==> config.mk <==
export PLATFORM = sky130hd
export DESIGN_NAME = conv_seq_wrap
export DESIGN_NICKNAME = d
export VERILOG_FILES = /design/src/rtl/conv_seq_pkg.sv /design/src/rtl/cs_rst_sync.sv /design/src/rtl/cs_slot_ptr.sv /design/src/rtl/cs_result_bank.sv /design/src/rtl/cs_eos_flag.sv /design/src/rtl/conv_seq_wrap.sv
export SDC_FILE = /design/constraint.sdc
export NUM_CORES = 1
export LEC_CHECK = 0
export BUFFER_PORTS_ARGS = -buffer_cell sky130_fd_sc_hd__buf_2
export CAP_MARGIN = 10
export CORE_MARGIN = 4
export CORE_UTILIZATION = 54
export CTS_BUF_LIST = sky130_fd_sc_hd__clkbuf_4 sky130_fd_sc_hd__clkbuf_8
export DETAILED_ROUTE_END_ITERATION = 8
export PLACE_DENSITY = 0.87
export SYNTH_ARGS = -nofsm -noshare
export SYNTH_HDL_FRONTEND = slang
export SYNTH_SLANG_ARGS = --single-unit
==> constraint.sdc <==
create_clock -name clk -period 8.2 [get_ports clk]
set_input_delay 1.23 -clock clk [delete_from_list [all_inputs] [get_ports clk]]
set_output_delay 1.23 -clock clk [all_outputs]
set_load 0.1 [all_outputs]
==> src/rtl/conv_seq_pkg.sv <==
package conv_seq_pkg;
  // How the pointer moves on a given edge.
  typedef enum logic [1:0] {
    ADV_HOLD = 2'd0,
    ADV_STEP = 2'd1,
    ADV_WRAP = 2'd2,
    ADV_ZERO = 2'd3
  } adv_e;
endpackage

==> src/rtl/cs_rst_sync.sv <==
module cs_rst_sync #(
  parameter int STAGES = 2
) (
  input  logic clk,
  input  logic arst_n,
  output logic rst_sync_n
);
  logic [STAGES-1:0] sync_q;
  logic [STAGES-1:0] sync_d;

  always_comb begin
    sync_d = {sync_q[STAGES-2:0], 1'b1};
  end

  always_ff @(posedge clk or negedge arst_n) begin
    if (!arst_n) sync_q <= '0;
    else         sync_q <= sync_d;
  end

  assign rst_sync_n = sync_q[STAGES-1];
endmodule

==> src/rtl/cs_slot_ptr.sv <==
module cs_slot_ptr
  import conv_seq_pkg::*;
#(
  parameter int N_SLOT = 16,
  localparam int PTR_W = $clog2(N_SLOT)
) (
  input  logic             clk,
  input  logic             rst_n,
  input  logic             wr_en,
  input  logic             seq_rst,
  input  logic             ovrd,
  input  logic [PTR_W-1:0] max_idx,
  output logic [PTR_W-1:0] ptr,
  output logic             bound_hit
);
  localparam logic [PTR_W-1:0] LAST = PTR_W'(N_SLOT - 1);

  logic [PTR_W-1:0] ptr_q;
  logic [PTR_W-1:0] ptr_d;
  logic             at_max;
  logic             at_last;
  adv_e             adv;

  always_comb begin
    at_max  = (ptr_q == max_idx);
    at_last = (ptr_q == LAST);
    if (seq_rst) begin
      adv = ADV_ZERO;
    end else if (!wr_en) begin
      adv = ADV_HOLD;
    end else if (at_last || (at_max && !ovrd)) begin
      adv = ADV_WRAP;
    end else begin
      adv = ADV_STEP;
    end
  end

  always_comb begin
    unique case (adv)
      ADV_STEP: ptr_d = ptr_q + 1'b1;
      ADV_WRAP: ptr_d = '0;
      ADV_ZERO: ptr_d = '0;
      default:  ptr_d = ptr_q;
    endcase
  end

  always_ff @(posedge clk or negedge rst_n) begin
    if (!rst_n) ptr_q <= '0;
    else        ptr_q <= ptr_d;
  end

  assign ptr       = ptr_q;
  assign bound_hit = wr_en && (at_max || at_last);
endmodule

==> src/rtl/cs_result_bank.sv <==
module cs_result_bank #(
  parameter int N_SLOT = 16,
  parameter int DATA_W = 12,
  localparam int PTR_W = $clog2(N_SLOT)
) (
  input  logic                     clk,
  input  logic                     rst_n,
  input  logic                     wr_en,
  input  logic [PTR_W-1:0]         wr_idx,
  input  logic [DATA_W-1:0]        wr_data,
  output logic [N_SLOT*DATA_W-1:0] bank
);
  for (genvar g = 0; g < N_SLOT; g++) begin : g_slot
    logic [DATA_W-1:0] slot_q;
    logic              slot_en;

    always_comb begin
      slot_en = wr_en && (wr_idx == PTR_W'(g));
    end

    always_ff @(posedge clk or negedge rst_n) begin
      if (!rst_n)       slot_q <= '0;
      else if (slot_en) slot_q <= wr_data;
    end

    assign bank[g*DATA_W +: DATA_W] = slot_q;
  end
endmodule

==> src/rtl/cs_eos_flag.sv <==
module cs_eos_flag (
  input  logic clk,
  input  logic rst_n,
  input  logic set_i,
  input  logic clr_i,
  output logic flag
);
  logic flag_q;
  logic flag_d;

  always_comb begin
    if (set_i)      flag_d = 1'b1;
    else if (clr_i) flag_d = 1'b0;
    else            flag_d = flag_q;
  end

  always_ff @(posedge clk or negedge rst_n) begin
    if (!rst_n) flag_q <= 1'b0;
    else        flag_q <= flag_d;
  end

  assign flag = flag_q;
endmodule

==> src/rtl/conv_seq_wrap.sv <==
module conv_seq_wrap #(
  parameter int N_SLOT = 16,
  parameter int DATA_W = 12,
  localparam int PTR_W = $clog2(N_SLOT)
) (
  input  logic                     clk,
  input  logic                     rst_n,
  input  logic                     seq_start,
  input  logic                     seq_reset,
  input  logic                     ovrd_en,
  input  logic [PTR_W-1:0]         max_conv,
  input  logic                     res_valid,
  input  logic [DATA_W-1:0]        res_data,
  input  logic                     flag_clr,
  output logic [N_SLOT*DATA_W-1:0] result_file,
  output logic [PTR_W-1:0]         slot_ptr,
  output logic                     eos_flag
);
  logic rst_s_n;
  logic running_q;
  logic running_d;
  logic wr_en;
  logic bound_hit;

  cs_rst_sync #(.STAGES(2)) u_rst (
    .clk        (clk),
    .arst_n     (rst_n),
    .rst_sync_n (rst_s_n)
  );

  always_comb begin
    running_d = running_q | seq_start;
    wr_en     = running_q & res_valid;
  end

  always_ff @(posedge clk or negedge rst_s_n) begin
    if (!rst_s_n) running_q <= 1'b0;
    else          running_q <= running_d;
  end

  cs_slot_ptr #(.N_SLOT(N_SLOT)) u_ptr (
    .clk       (clk),
    .rst_n     (rst_s_n),
    .wr_en     (wr_en),
    .seq_rst   (seq_reset),
    .ovrd      (ovrd_en),
    .max_idx   (max_conv),
    .ptr       (slot_ptr),
    .bound_hit (bound_hit)
  );

  cs_result_bank #(.N_SLOT(N_SLOT), .DATA_W(DATA_W)) u_bank (
    .clk     (clk),
    .rst_n   (rst_s_n),
    .wr_en   (wr_en),
    .wr_idx  (slot_ptr),
    .wr_data (res_data),
    .bank    (result_file)
  );

  cs_eos_flag u_flag (
    .clk   (clk),
    .rst_n (rst_s_n),
    .set_i (bound_hit),
    .clr_i (flag_clr),
    .flag  (eos_flag)
  );
endmodule

==> results by group <==
Status
  • Status: finished, final reports clean

Hold path
  • Hold crit path type: reg2reg
  • Worst Hold Depth: 0

Logic synthesis
  • Most numerous cell in the Yosys netlist: dfrtp_1
  • Sequential share of the synthesized area: approximately 65%
  • Yosys cell types: 27
  • Post-synth EDFFs: 0
  • Mapped Area: between 0.007 and 0.008 mm²
  • Cell count after synthesis: ~480
  • Synth top area share: 65.5%
  • Cell taking the most area after synthesis: dfrtp_1
  • Cells taking the most area after synthesis: dfrtp_1 65%, mux2_2 20%, mux2_1 8.1%, buf_2 0.79%, nand2_1 0.74%
  • Mapped Nets: roughly 500
  • Synth cell count leaders: 200 x dfrtp_1, 137 x mux2_2, 55 x mux2_1
  • Syn avg cell area: around 16 µm²
  • Ys async rst share: 100%
  • Ys Warns: 0
  • Flops & latches, synth: 200
  • Prevailing post-synth register cell: dfrtp_1

Power and ir drop
  • VDD IR-drop max: 0.264 mV
  • Sw Share: a little over two fifths
  • Pwr/cell area: 288 mW/mm²
  • Leakage: around 5.3 nW
  • Gate power share: approximately a third
  • Seq pwr share: between 40% and 50%
  • Sw Pwr: 1.13 mW
  • Clk pwr share: 25.6%
  • Int Pwr: between 1.5 and 2 mW

STA
  • Final setup vio count: 0
  • F_max: 0.364 GHz
  • Fin. Hold Viols: 0
  • Worst Skew: about 0.015 ns
  • Worst-margin pin slew: between 0.7 and 0.8 ns
  • Final setup TNS: 0 ns
  • RSZ-0062 raised after global routing: no
  • Slew Limit Fails: 0
  • Relative slew slack: 51.6%
  • Tmin final: 2.75 ns
  • Period utilization: 33.5%

Drt
  • Residual DRC: 0
  • DR WL/cell: ~21 µm
  • Drt first pass iters: 4
  • Vias: 4751
  • Final ANT Viol Nets: 0
  • DR iter-0 viols: 234
  • Via-to-Cell Ratio: around 5.4
  • Final WL: ~18000 µm

Clock network
  • Clock latency on the worst-skew pair: approximately 0.47 ns
  • Clock tree from TritonCTS: yes
  • CTS Sinks: 200
  • Clock Root Buffer: clkbuf_8
  • Cts hold-fix bufs: 0
  • Number of CTS-inserted buffers: 17
  • Clk slew on worst S/H paths: roughly 0.090 ns
  • H-Tree Depth: 4
  • Clock buffer depth: 2
  • Post-CTS setup buffer count: 0
  • Post-CTS sizing: 0

Place
  • # port buffers: ~220
  • Final Wtd Congestion: between 0.8 and 0.9
  • HPWL after detailed placement: 13300 µm

Worst setup path
  • Critical Path Source Type: flip-flop
  • WP buf/inv: 1
  • Crit path DAT: approximately 1.5 ns
  • Crit path max fanout: 7
  • Crit path kind: reg2out
  • Critical path endpoint category: primary output
  • CP top delay family: flip-flops
  • Slowest cell on the critical path: dfrtp_1
  • Crit path largest cell delay: 0.56 ns
  • WP data required: ~7.0 ns
  • R2R Setup Slk: between 6 and 7 ns
  • Levels on crit path: 1
  • Cells along the critical path: buf_2
  • R2R depth: 4

Global route
  • Antenna violations before repair: 0
  • First-pass GRT wire length: between 20000 and 30000 µm
  • Largest net degree at the start of global routing: between 90 and 100
  • Total track usage: between 20% and 30%
  • Total grt overflow: 0
  • Vias in the first global route: between 5000 and 6000

Final layout
  • Final nets: around 720
  • Layout cell share with drive strength beyond 1: 57.3%
  • Antenna diode count: 0
  • Area grow syn2layout: 21.9%
  • Post-layout util: 67.1%

Floorplanning
  • Rows: between 40 and 50
  • Die Y: 127 µm
  • Io pins: 220
  • Die Footprint: 0.0161 mm²
  • Core area: ~0.014 mm²
  • Initial Util: a little under three fifths
  • DIE WIDTH: between 100 and 150 µm

Flow run
  • Max-capacitance violation count: 0
-- metrics by stage --
stage | area [µm²] | setup slack, ns | power (mW) | std cells | hold WS (ns)
2_1_floorplan | 7640 | 2.21 | 1.87 | 476 | 0.331
3_3_place_gp | 8840 | 5.47 | 2.01 | 848 | 0.340
3_5_place_dp | 8840 | 5.42 | 2.02 | 848 | 0.336
4_1_cts | 9290 | 5.44 | 2.70 | 880 | 0.357
5_1_grt | 9320 | 5.39 | 2.78 | 881 | 0.373
6_report | 9320 | 5.45 | 2.69 | 881 | 0.355
-- cells by family after synthesis --
kind of cell / count (synthesis) / synth area share, %
fa+ha+maj: 4 / 0.655
simple gates: 29 / 1.98
buf+inv: 35 / 2.16
mux: 192 / 28.3
flops: 200 / 65.5
other cells: 1 / 0.0491
xor+xnor: 5 / 0.573
compound gates: 10 / 0.835
-- layout make-up --
type,count,area [µm²]
multi-input combinational,241,2470
sequential,200,5010
tap,180,225
clock inverter,11,170
timing repair buffer,222,1140
clock buffer,21,277
inverter,6,22.5
fill,983,4560
-- placed cells by master, fill, tap and decap left out, types with 2 or more instances in the layout --
cell type / synthesis / routed
a21oi_1: 2 / 2
xnor2_1: 4 / 4
clkinv_2: 0 / 2
ha_1: 4 / 4
nand3_1: 3 / 3
bufinv_16: 0 / 4
clkinvlp_4: 0 / 3
clkbuf_4: 0 / 2
dfrtp_1: 200 / 199
buf_4: 5 / 2
inv_1: 5 / 5
mux2_2: 137 / 137
buf_2: 12 / 219
nand2_2: 4 / 4
mux2_1: 55 / 55
clkbuf_8: 0 / 19
nor2_2: 2 / 2
nand2_1: 15 / 15
o21ai_0: 4 / 4
-- registers in the layout, summed over array words and instances, names as in the netlist --
signal,flops
u_bank.g_slot.slot_q,192
u_ptr.ptr,4
u_rst.sync_q,2
running_q,1
u_flag.flag,1
-- path summary, 6_finish.rpt --
kind | startpoint | end
max in group asynchronous | u_rst.sync_q[1]$_DFF_PN0_ | u_bank.g_slot[6].slot_q[5]$_DFFE_PN0P_
worst max register to register | u_ptr.ptr[2]$_DFFE_PN0P_ | u_bank.g_slot[5].slot_q[7]$_DFFE_PN0P_
worst min-delay path | u_rst.sync_q[0]$_DFF_PN0_ | u_rst.sync_q[1]$_DFF_PN0_
min in group asynchronous | u_rst.sync_q[1]$_DFF_PN0_ | u_bank.g_slot[1].slot_q[1]$_DFFE_PN0P_
worst min register to register | u_rst.sync_q[0]$_DFF_PN0_ | u_rst.sync_q[1]$_DFF_PN0_
worst max-delay path | u_ptr.ptr[2]$_DFFE_PN0P_ | slot_ptr[2]
-- layer usage --
layer / track usage (%) / part of all wire, % / vias to the layer above
met5: 0 / 0 / -
met4: 8.64 / 2.6 / 0
met3: 6.06 / 6.4 / 36
met2: 39.4 / 51 / 172
met1: 28.7 / 40 / 2468
li1: - / - / 2075
-- power groups by stage --
| stage | Combinational (mW) | Clock (mW) | Sequential (mW) |
|---|---|---|---|
| after floorplan | 0.0931 | 0 | 1.77 |
| after global placement | 0.869 | 0 | 1.14 |
| after detailed placement | 0.879 | 0 | 1.14 |
| after CTS | 0.880 | 0.697 | 1.12 |
| after global routing | 0.901 | 0.743 | 1.13 |
| final | 0.876 | 0.688 | 1.12 |
Power figures use the tool's default switching activity.
